$ cat src/rtl/mul_pkg.sv
package mul_pkg;

  typedef enum logic [1:0] {
    ST_IDLE = 2'd0,
    ST_RUN  = 2'd1,
    ST_FIN  = 2'd2
  } mul_state_e;

  localparam int unsigned DEFAULT_WIDTH = 32;

endpackage

$ cat src/rtl/mul_prep.sv
// Operand conditioning: turns signed operands into magnitudes and works out
// the sign of the product. Purely combinational; the top registers its outputs.
module mul_prep #(
  parameter int unsigned W = 32
) (
  input  logic         is_signed,
  input  logic [W-1:0] opa,
  input  logic [W-1:0] opb,
  output logic [W-1:0] mag_a,
  output logic [W-1:0] mag_b,
  output logic         negate
);

  localparam int unsigned NOPS = 2;

  logic [NOPS-1:0][W-1:0] raw;
  logic [NOPS-1:0][W-1:0] mag;
  logic [NOPS-1:0]        is_neg;

  assign raw[0] = opa;
  assign raw[1] = opb;

  for (genvar i = 0; i < NOPS; i++) begin : g_mag
    // In signed mode the sign bit selects the two's complement negation.
    // The most negative value maps to 2^(W-1), which still fits in W unsigned bits.
    assign is_neg[i] = is_signed & raw[i][W-1];
    assign mag[i]    = is_neg[i] ? (~raw[i] + {{(W-1){1'b0}}, 1'b1}) : raw[i];
  end

  assign mag_a  = mag[0];
  assign mag_b  = mag[1];
  assign negate = is_neg[0] ^ is_neg[1];

endmodule

$ cat src/rtl/mul_core.sv
// Product register with one adder: test LSB, add multiplicand into the upper
// half, keep the carry, shift everything right by one.
module mul_core #(
  parameter int unsigned W = 32
) (
  input  logic           clk,
  input  logic           rst,
  input  logic           load,
  input  logic           step,
  input  logic [W-1:0]   mcand_in,
  input  logic [W-1:0]   mplier_in,
  output logic [2*W-1:0] prod
);

  localparam int unsigned PW = 2 * W;

  logic [W-1:0]  mcand_q;
  logic [PW-1:0] prod_q;
  logic [W:0]    addend;
  logic [W:0]    upper_sum;

  assign addend    = prod_q[0] ? {1'b0, mcand_q} : '0;
  assign upper_sum = {1'b0, prod_q[PW-1:W]} + addend;

  always_ff @(posedge clk) begin
    if (rst) begin
      mcand_q <= '0;
      prod_q  <= '0;
    end else if (load) begin
      mcand_q <= mcand_in;
      prod_q  <= {{W{1'b0}}, mplier_in};
    end else if (step) begin
      // W+1 sum bits plus the W-1 surviving low bits give PW bits.
      prod_q  <= {upper_sum, prod_q[W-1:1]};
    end
  end

  assign prod = prod_q;

  // the multiplicand is not reloaded while iterating.
  p_mcand_held_r9: assert property (@(posedge clk) disable iff (rst)
    step |=> $stable(mcand_q));

  p_load_step_excl_r7: assert property (@(posedge clk) disable iff (rst)
    !(load && step));

endmodule

$ cat src/rtl/mul_fix.sv
// Result stage: applies the sign, splits into words, evaluates the fit flag,
// and registers everything together with the done pulse.
module mul_fix #(
  parameter int unsigned W = 32
) (
  input  logic           clk,
  input  logic           rst,
  input  logic           capture,
  input  logic           negate,
  input  logic           sgn_mode,
  input  logic [2*W-1:0] prod_in,
  output logic [W-1:0]   hi,
  output logic [W-1:0]   lo,
  output logic           fits,
  output logic           done
);

  localparam int unsigned PW = 2 * W;

  logic [PW-1:0] signed_res;
  logic [W-1:0]  res_hi;
  logic [W-1:0]  res_lo;
  logic          res_fit;

  assign signed_res = negate ? (~prod_in + {{(PW-1){1'b0}}, 1'b1}) : prod_in;
  assign res_hi     = signed_res[PW-1:W];
  assign res_lo     = signed_res[W-1:0];

  always_comb begin
    if (sgn_mode) res_fit = (res_hi == {W{res_lo[W-1]}});
    else          res_fit = (res_hi == '0);
  end

  always_ff @(posedge clk) begin
    if (rst) begin
      hi   <= '0;
      lo   <= '0;
      fits <= 1'b1;
      done <= 1'b0;
    end else begin
      done <= capture;
      if (capture) begin
        hi   <= res_hi;
        lo   <= res_lo;
        fits <= res_fit;
      end
    end
  end

  p_out_hold_r8: assert property (@(posedge clk) disable iff (rst)
    !done |-> ($stable(hi) && $stable(lo) && $stable(fits)));

  p_fits_small_r5: assert property (@(posedge clk) disable iff (rst)
    (done && hi == '0 && !lo[W-1]) |-> fits);

  p_nofit_wide_r6: assert property (@(posedge clk) disable iff (rst)
    (done && !fits) |-> ((hi != '0) || lo[W-1]));

endmodule

$ cat src/rtl/shiftadd_mul.sv
module shiftadd_mul
  import mul_pkg::*;
#(
  parameter int unsigned W = mul_pkg::DEFAULT_WIDTH
) (
  input  logic         clk,
  input  logic         rst,
  input  logic         start,
  input  logic         is_signed,
  input  logic [W-1:0] opa,
  input  logic [W-1:0] opb,
  output logic         busy,
  output logic         done,
  output logic [W-1:0] hi,
  output logic [W-1:0] lo,
  output logic         fits
);

  localparam int unsigned CW = $clog2(W + 1);
  localparam int unsigned LW = $clog2(W + 3);
  localparam logic [CW-1:0] LAST_ITER = CW'(W - 1);

  mul_state_e    state_q;
  logic [CW-1:0] iter_q;
  logic          busy_q;
  logic          neg_q;
  logic          sgn_q;
  logic          load;
  logic          step;
  logic          capture;
  logic [W-1:0]  mag_a;
  logic [W-1:0]  mag_b;
  logic          negate;
  logic [2*W-1:0] prod;

  assign load    = (state_q == ST_IDLE) && start;
  assign step    = (state_q == ST_RUN);
  assign capture = (state_q == ST_FIN);

  mul_prep #(.W(W)) u_prep (
    .is_signed (is_signed),
    .opa       (opa),
    .opb       (opb),
    .mag_a     (mag_a),
    .mag_b     (mag_b),
    .negate    (negate)
  );

  always_ff @(posedge clk) begin
    if (rst) begin
      state_q <= ST_IDLE;
      iter_q  <= '0;
      busy_q  <= 1'b0;
      neg_q   <= 1'b0;
      sgn_q   <= 1'b0;
    end else begin
      unique case (state_q)
        ST_IDLE: begin
          if (start) begin
            state_q <= ST_RUN;
            iter_q  <= '0;
            busy_q  <= 1'b1;
            neg_q   <= negate;
            sgn_q   <= is_signed;
          end
        end
        ST_RUN: begin
          if (iter_q == LAST_ITER) begin
            state_q <= ST_FIN;
            iter_q  <= '0;
          end else begin
            iter_q  <= iter_q + 1'b1;
          end
        end
        ST_FIN: begin
          state_q <= ST_IDLE;
          busy_q  <= 1'b0;
        end
        default: state_q <= ST_IDLE;
      endcase
    end
  end

  mul_core #(.W(W)) u_core (
    .clk       (clk),
    .rst       (rst),
    .load      (load),
    .step      (step),
    .mcand_in  (mag_a),
    .mplier_in (mag_b),
    .prod      (prod)
  );

  mul_fix #(.W(W)) u_fix (
    .clk      (clk),
    .rst      (rst),
    .capture  (capture),
    .negate   (neg_q),
    .sgn_mode (sgn_q),
    .prod_in  (prod),
    .hi       (hi),
    .lo       (lo),
    .fits     (fits),
    .done     (done)
  );

  assign busy = busy_q;

  // Busy-length counter used only by the R2 check below.
  logic [LW-1:0] run_len_q;
  always_ff @(posedge clk) begin
    if (rst)                           run_len_q <= '0;
    else if (load)                     run_len_q <= LW'(1);
    else if (busy_q && !capture)       run_len_q <= run_len_q + 1'b1;
  end

  p_done_pulse_r2: assert property (@(posedge clk) disable iff (rst)
    done |=> !done);

  p_busy_done_excl_r2: assert property (@(posedge clk) disable iff (rst)
    !(busy && done));

  p_busy_len_r2: assert property (@(posedge clk) disable iff (rst)
    done |-> (run_len_q == LW'(W + 1)));

  p_start_ignored_r7: assert property (@(posedge clk) disable iff (rst)
    (step && start) |=> busy);

endmodule

$ cat config.mk
export PLATFORM = sky130hd
export DESIGN_NAME = shiftadd_mul
export DESIGN_NICKNAME = d
export VERILOG_FILES = /design/src/rtl/mul_pkg.sv /design/src/rtl/mul_prep.sv /design/src/rtl/mul_core.sv /design/src/rtl/mul_fix.sv /design/src/rtl/shiftadd_mul.sv
export SDC_FILE = /design/constraint.sdc
export NUM_CORES = 1
export LEC_CHECK = 0
export ABC_AREA = 1
export BUFFER_PORTS_ARGS = -buffer_cell sky130_fd_sc_hd__buf_2
export CORE_AREA = 4 4 165 167
export DETAILED_ROUTE_END_ITERATION = 10
export DIE_AREA = 0 0 169 171
export PLACE_DENSITY_LB_ADDON = 0.1
export SYNTH_ARGS = -nofsm -noshare
export SYNTH_HDL_FRONTEND = slang
export SYNTH_HIERARCHICAL = 1
export SYNTH_SLANG_ARGS = --single-unit
$ cat constraint.sdc
create_clock -name clk -period 2.5 [get_ports clk]
set_clock_uncertainty 0.15 [all_clocks]
set_input_delay 0.125 -clock clk [delete_from_list [all_inputs] [get_ports clk]]
set_output_delay 0.125 -clock clk [all_outputs]
set_load 0.03 [all_outputs]
Word level (Yosys, flattened, before mapping)
Cells that the tools add are included.

Bits of input ports: 68. Logic and storage cells: 55. Output and inout bits: 67. Register bits after elaboration: 173.

Add/subtract/negate cells: 5. Mux-type cells: 15. Bitwise operators: 6. Reduce and logical (&&, ||, !) cells: 11. Equality and inequality tests: 6.

Operators with widths (number): $mux W32 (5); $add A32 B1 Y32 const B (2); $add A64 B1 Y64 const B (1); $mux W64 (1); $not A32 Y32 (2); $not A64 Y64 (1); $add A32 B32 Y33 (1); $eq A32 B32 Y1 (1); $logic_not A32 Y1 (1); $mux W6 (2); $pmux W6 S2 (1); $reduce_and A2 Y1 (4); $add A6 B1 Y6 const B (1); $eq A6 B5 Y1 const B (1); $reduce_bool A2 Y1 (3); $mux W2 (2); $pmux W2 S2 (1); $and A1 B1 Y1 (2); $eq A2 B1 Y1 const B (1); $eq A2 B2 Y1 const B (1); $logic_not A2 Y1 (1); $mux W1 (2); $ne A2 B1 Y1 const B (1); $ne A2 B2 Y1 const B (1); other kinds (4) (4).

Logic depth before layout (Yosys ltp)
Gate-level depths: netlist of run 1.

Depth in word-level cells: 5. Depth in mapped cells: 20. Depth with buffers taken out: 20.

Modules after synthesis
Netlist of run 1, hierarchy kept.

Modules (own cells, without submodules): mul_core (sequential area each 1921.8 um2, cells an instance 1038, area each 6311.1 um2, times used 1); mul_fix (sequential area each 1321.3 um2, cells an instance 891, area each 4991.0 um2, times used 1); mul_prep (sequential area each 0.0 um2, cells an instance 457, area each 2165.8 um2, times used 1); shiftadd_mul (sequential area each 220.2 um2, cells an instance 73, area each 506.7 um2, times used 1).

Worst setup path before layout of run 1
Ideal clock, no wire load.

Kind: flip-flop to flip-flop. Start: reg u_core.prod_q[0] (netlist: u_core/prod[0]). End: reg u_core.prod_q[47] (netlist: u_core/prod[47]). Clock period less this slack: 2.349 ns. Data arrival time: 2.083 ns. Path buffers: 2. Required time: 2.235 ns. Setup time: 0.115 ns. Stages on the path, launching flop included: 17. Slack: 0.151 ns. Path through: dfxtp_1 clkbuf_1 clkbuf_1 nand2_1 inv_1 ha_1 fa_1 nand3_1 nand3_1 nand2_1 nand2_1 nand2_1 nand2_1 nand2_1 nand2_1 o21ai_0 inv_1.

Longest elaborated chain between the ends: 2.

RTL lines: from (decl) (RTL line mul_core.sv:18) `logic [PW-1:0] prod_q;`; from (signal assigned) (RTL line mul_core.sv:31) `prod_q <= {{W{1'b0}}, mplier_in};`; from (signal assigned) (RTL line mul_core.sv:34) `prod_q <= {upper_sum, prod_q[W-1:1]};`; $mux W32 (RTL line mul_core.sv:22) `assign addend = prod_q[0] ? {1'b0, mcand_q} : '0;`; $add A32 B32 Y33 (RTL line mul_core.sv:23) `assign upper_sum = {1'b0, prod_q[PW-1:W]} + addend;`.

Every way passes these cells. A chain may end at the register's enable or synchronous reset.

Worst setup path in the final report of run 1
Start: reg u_core.prod_q[6] (netlist: u_core/prod[6]). End: reg u_fix.fits.

Longest elaborated chain between the ends: 5. Elaborated cells between the ends (all ways): 6. Classes of those cells: add/sub: 1; eq/ne: 1; mux: 2; bitwise: 1; reduce/logical: 1.

RTL lines: $not A64 Y64 (*) (RTL line mul_fix.sv:25) `assign signed_res = negate ? (~prod_in + {{(PW-1){1'b0}}, 1'b1}) : prod_in;`; $add A64 B1 Y64 (*) (RTL line mul_fix.sv:25); $mux W64 (*) (RTL line mul_fix.sv:25); $eq A32 B32 Y1 or $logic_not A32 Y1 (tied branches) (RTL line mul_fix.sv:30, mul_fix.sv:31); $mux W1 (*) (RTL line mul_fix.sv:30) `if (sgn_mode) res_fit = (res_hi == {W{res_lo[W-1]}});`; to (signal assigned) (RTL line mul_fix.sv:45) `fits <= res_fit;`; to (decl) (RTL line mul_fix.sv:14) `output logic fits,`.

Every way passes the cells marked *; elsewhere a longest branch is shown, timed or not.

==> flow_metrics.py, run 1 <==
metrics = {
    "global_routing": {
        "grt_pass1_wl_um": 74300,
        "grt_max_degree": 101,
        "antenna_found_initial": 0,
        "gr-total-overflow": 0,
        "track_usage": 0.316,
        "grt_pass1_vias": 14900,
    },
    "floorplan": {
        "ioPinCount": 135,
        "core_area_sq_um": 25800,
        "die_h_um": 171,
        "die_x_um": 169,
        "die_area_sq_um": 28900,
        "num_rows": 59,
        "start_util": 0.542,
    },
    "detailed_routing": {
        "vias_per_cell": 5.38,
        "wl_um": 47000,
        "dr.pass1.iters": 6,
        "route.detailed.drc": 0,
        "drt_iter0_markers": 1390,
        "vias": 16100,
        "final_antenna_net_count": 0,
        "wire_per_inst_um": 15.7,
    },
    "timing": {
        "rsz0062_at_grt": "true",
        "slew_viol_final": 0,
        "setup_violations": 0,
        "tightest_slew_ps": 874,
        "fin_crit_ps": 2470,
        "fin_ws_ps": 26.0,
        "post-route-period-util": 0.990,
        "timing.final.hold_violations": 0,
        "relSlewSlack": 0.417,
        "fmax_mhz": 404,
    },
    "yosys": {
        "synth_edf_count": 0,
        "synthCells": 2459,
        "async_flop_share": 0,
        "synthMuxAreaShare": 0,
        "synth.distinct_cells": 43,
        "syn_area_sq_um": 14000,
        "synth-compound-area-share": 0.119,
        "yosys_warnings": 6,
        "dominantRegCellSynth": "dfxtp_1",
        "synth_seq_cells": 173,
        "yosys.area_share.adder": 0.0337,
        "avgSynthCellArea_sq_um": 5.68,
        "syn_nets": 2564,
        "synth_top_family_by_area": "simple AND/OR/NAND/NOR gates",
        "yosys.area_share.simple": 0.437,
        "yosysSeqAreaShare": 0.248,
        "synthXorXnorAreaFrac": 0.0414,
    },
    "power": {
        "ir_drop_v": 0.000465,
        "power_leakage_uw": 0.00891,
        "powerDensity_nw_per_um2": 502,
    },
    "clocking": {
        "cts_sinks": 173,
        "h-tree-depth": 4,
        "clock_path_buffers": 2,
        "clock-root-buffer": "clkbuf_16",
        "clk_latency_ps": 440,
        "clk_pin_slew_ps": 70,
        "cts_tree": "done",
        "cts-buffers-inserted": 17,
    },
    "worst_setup_path": {
        "end_kind": "flip-flop",
        "start_kind": "flip-flop",
        "critPathRequiredTime_ps": 2690,
        "path_class": "reg2reg",
        "arrival_ps": 2660,
        "cp_max_fo": 5,
        "rr_worst_depth": 16,
    },
    "finish": {
        "syn_to_final_growth_pct": 20.1,
        "nNetsFinal": 2752,
        "drive_above_1_share": 0.188,
        "final-seq-area_sq_um": 3500,
        "diodes": 0,
        "multi_input_area_sq_um": 9300,
        "stdcell_area_sq_um": 16800,
        "fillCellCount": 2505,
    },
    "placement": {
        "place_area_sq_um": 15300,
        "hpwl_um": 36600,
        "numPortBuffers": 134,
        "pre_cts_ws_ps": 66.7,
        "gp_congestion": 1.00,
    },
    "hold_path": {
        "hp-class": "in2reg",
        "whs_path_depth": 4,
    },
    "flow_run": {
        "max-cap-violations": 0,
    },
    "run_status": {
        "status": "completed",
    },
}
==> sequential cells by signal, indices dropped and copies added (netlist names) <==
signal / cells
u_fix/lo: 32
neg_q: 1
u_core/prod: 64
u_fix/fits: 1
u_fix/hi: 32
u_core/mcand_q: 32
iter_q: 6
state_q: 2
u_fix/done: 1
busy: 1
sgn_q: 1
==> metal layers <==
layer  up-vias  global-route usage  part of all wire  wire (um)
li1       8052                   -                 -          -
met1      7344               0.411              0.43      20200
met2       607               0.551              0.48      22500
met3        97              0.0363             0.061       2880
met4         0              0.0966             0.029       1370
met5         -                   0                 0          0
==> critical path, stage by stage, from the launching register on <==
cell	delay [ps]
dfxtp_1	340
nor2_1	210
nand2_1	150
nor2_4	200
nand2_4	90
o21ai_2	240
nand3_1	200
nand2_1	160
nor2_1	60
nand2_1	70
nor2_2	40
a21oi_1	170
nor2_2	60
nand3_1	60
nand2_1	50
nand2_1	50
nand2_1	50
==> report_power, final <==
| part | leakage (uW) | switching, uW | internal [uW] | total, uW |
|---|---|---|---|---|
| clock | 0.000285 | 1280 | 1450 | 2720 |
| combinational | 0.00720 | 1670 | 923 | 2590 |
| sequential | 0.00142 | 203 | 2910 | 3110 |
==> stage by stage <==
step | utilization | std cells | hold WS [ps] | setup TNS (ps) | power [uW]
3_3_place_gp | 0.592 | 2920 | 259 | 0 | 5400
6_report | 0.651 | 2995 | 2.35 | 0 | 8430
3_5_place_dp | 0.592 | 2920 | 261 | 0 | 5430
2_1_floorplan | - | 2459 | 44.1 | 0 | 4660
5_1_grt | 0.651 | 2995 | 16.2 | -140 | 8850
4_1_cts | 0.628 | 2984 | 5.01 | 0 | 8170
==> cells by family (layout without fill, tap and decap cells) <==
kind of cell	count (synthesis)	in the layout
AND/OR/NAND/NOR	1476	1476
flip-flops	173	173
AO/OA/AOI/OAI	287	287
buffers and inverters	420	621
XOR/XNOR	66	66
adder cells (fa/ha/maj)	37	37
==> final cells by class <==
class / instances / share of cell area
flip-flops and latches: 173 / 0.209
clock inverters: 13 / 0.00865
multi-input cells: 1866 / 0.554
repair buffers: 247 / 0.100
inverters: 342 / 0.0768
well taps: 335 / 0.0250
clock buffers: 19 / 0.0264
==> what timing repair did <==
item | 4_1_cts | 5_1_grt
endpoints found under the setup margin | 0 | 16
resized for setup | 0 | 182
endpoints found under the hold margin | 35 | 0
buffers inserted | 0 | 10
hold buffers | 32 | 0
==> placed cells by master (no fill, tap or decap), types with 29 or more instances in the layout <==
master	count
o221ai_1	37
nor2_1	413
dfxtp_1	144
a21oi_1	60
inv_1	326
nor2_2	92
nor3_1	38
nand2_1	688
dlygate4sd3_1	32
buf_2	134
nand3_1	132
nand2_2	47
o21ai_0	131
xor2_1	48
ha_1	29
buf_4	74
==> worst paths after layout <==
| path | slack (ps) | from | endpoint |
|---|---|---|---|
| max | 30 | u_core/prod[6]$_SDFFE_PP0P_ | u_fix/fits$_SDFFE_PP1P_ |
| min | 2 | opb[15] | u_core/prod[15]$_SDFFE_PP0P_ |
| max reg2reg | 30 | u_core/prod[6]$_SDFFE_PP0P_ | u_fix/fits$_SDFFE_PP1P_ |
| min reg2reg | 320 | u_core/mcand_q[19]$_SDFFE_PP0P_ | u_core/mcand_q[19]$_SDFFE_PP0P_ |
==> synth_stat cells, types with 21 or more instances <==
cell type	number	area, sq um
nand2_1	719	2700
inv_1	328	1230
clkbuf_1	45	169
nand3_1	142	711
dfxtp_1	173	3460
xor2_1	48	420
nor2_2	27	169
nor3_1	39	195
o21ai_0	137	686
ha_1	36	450
nor2_1	483	1810
a21oi_1	65	325
o221ai_1	37	324
nand2_2	21	131
(Power assumes the default switching activity.)
==> run 2, diff against run 1 <==
CORE_AREA = 4 4 157 159   (was 4 4 165 167)
DIE_AREA = 0 0 161 163   (was 0 0 169 171)
clock period = 2.8 ns   (was 2.5 ns; I/O delays follow)
==> run 2 against run 1 <==
  * Via count shrank 2.2%
  * Fmax shrank 5.4%
  * Largest power group unchanged
  * Utilization grew 2.2 points
  * Sequential power shrank 11%
  * Global-route usage grew 1.7 points
  * Critical endpoint unchanged
  * Register-to-register slack gained 160 ps
==> flow_metrics.py, run 2 (same netlist as run 1, synthesis figures left out) <==
metrics = {
    "placement": {
        "hpwl_um": 34700,
        "pre_cts_ws_ps": 260,
        "numPortBuffers": 134,
        "gp_congestion": 1.03,
    },
    "worst_setup_path": {
        "end_kind": "flip-flop",
        "start_kind": "flip-flop",
        "cp_max_fo": 5,
        "path_class": "reg2reg",
        "arrival_ps": 2850,
        "critPathRequiredTime_ps": 3030,
    },
    "clocking": {
        "clk_pin_slew_ps": 70,
        "clock_path_buffers": 2,
        "clk_latency_ps": 440,
        "postCtsSetupBuffers": 0,
        "cts-buffers-inserted": 17,
        "cts_tree": "done",
        "clock-root-buffer": "clkbuf_16",
        "cts_sinks": 173,
        "h-tree-depth": 4,
    },
    "timing": {
        "timing.final.hold_violations": 0,
        "holdWs_ps": 16.4,
        "fin_ws_ps": 186,
        "fin_crit_ps": 2610,
        "post-route-period-util": 0.934,
        "slew_viol_final": 0,
        "fmax_mhz": 383,
        "fin_tns_setup_ps": 0,
        "setup_violations": 0,
        "relSlewSlack": 0.342,
        "rsz0062_at_grt": "false",
        "tightest_slew_ps": 981,
    },
    "power": {
        "power_leakage_uw": 0.00848,
        "powerDensity_nw_per_um2": 461,
        "ir_drop_v": 0.000391,
    },
    "floorplan": {
        "num_rows": 56,
        "die_area_sq_um": 26200,
        "ioPinCount": 135,
        "die_h_um": 163,
        "die_x_um": 161,
        "core_area_sq_um": 23300,
        "start_util": 0.601,
    },
    "finish": {
        "diodes": 0,
        "final_common_cell": "nand2_1",
        "syn_to_final_growth_pct": 12.1,
        "drive_above_1_share": 0.109,
        "utilization": 0.674,
        "nNetsFinal": 2679,
        "final_cell_mix": "717 x nand2_1, 480 x nor2_1, 327 x inv_1",
        "largest_reg_flops": 64,
    },
    "detailed_routing": {
        "drt_iter0_markers": 1540,
        "vias_per_cell": 5.42,
        "wire_per_inst_um": 15.3,
        "route.detailed.drc": 0,
        "wl_um": 44400,
        "vias": 15700,
        "final_antenna_net_count": 0,
        "dr.pass1.iters": 6,
    },
    "run_status": {
        "status": "completed",
    },
    "global_routing": {
        "grt_pass1_vias": 14400,
        "grt_max_degree": 72,
        "grt_pass1_wl_um": 71100,
        "gr-total-overflow": 0,
        "track_usage": 0.333,
        "antenna_found_initial": 0,
    },
    "flow_run": {
        "max-cap-violations": 0,
    },
    "hold_path": {
        "hp-class": "in2reg",
    },
}
## run 2: path summary, 6_finish.rpt
path | startpoint | to | slack (ps) | cells after the start
setup / recovery | u_core/prod[54]$_SDFFE_PP0P_ | u_fix/fits$_SDFFE_PP1P_ | 190 | 17
hold / removal | opa[29] | u_core/mcand_q[29]$_SDFFE_PP0P_ | 20 | 5
setup reg to reg | u_core/prod[54]$_SDFFE_PP0P_ | u_fix/fits$_SDFFE_PP1P_ | 190 | 17
hold reg to reg | u_core/mcand_q[19]$_SDFFE_PP0P_ | u_core/mcand_q[19]$_SDFFE_PP0P_ | 320 | 2
## run 2: final cells by class
type,count,area [sq um]
Inverter,342,1290
Clock inverter,15,173
Clock buffer,17,425
Sequential cell,173,3460
Timing Repair Buffer,174,1060
Tap cell,319,399
Multi-Input combinational cell,1866,8860
Fill cell,2274,7590
## run 2: routing by layer
| layer | vias up | global-route usage | part of all wire |
|---|---|---|---|
| met4 | 0 | 0.135 | 0.041 |
| met2 | 631 | 0.573 | 0.47 |
| met3 | 122 | 0.0430 | 0.070 |
| met5 | - | 0 | 0 |
| li1 | 7935 | - | - |
| met1 | 7050 | 0.424 | 0.42 |
## run 2: worst max-delay path, cell delays in order, from the launching register on
cell	delay, ps
dfxtp_1	420
nor2_1	330
nand2_1	80
nor2_1	200
nand3_1	100
o21ai_0	230
nand2_1	80
nand2_1	60
nand2_1	150
nor2_1	180
nand3_1	90
nand2_1	80
nand2_1	50
nor2_1	100
nand3_1	70
nand2_1	60
nand2_1	50
nand2_1	70
## run 2: power by group
| part | internal [uW] | total (uW) | switching (uW) |
|---|---|---|---|
| Combinational | 641 | 1990 | 1340 |
| Sequential | 2590 | 2770 | 179 |
| Clock | 1350 | 2470 | 1130 |
## run 2: what timing repair did
action / in CTS / in global routing
endpoints found under the hold margin: 26 / 0
gates resized for setup: 0 / 9
setup endpoints to repair: 0 / 3
hold buffers: 25 / 0
## run 2: stage by stage
step	area (sq um)	std cells	total power (uW)
after global routing	15700	2906	7590
final	15700	2906	7230
after detailed placement	14800	2849	4710
after floorplan	14000	2459	4160
after CTS	15600	2906	7190
after global placement	14800	2849	4690
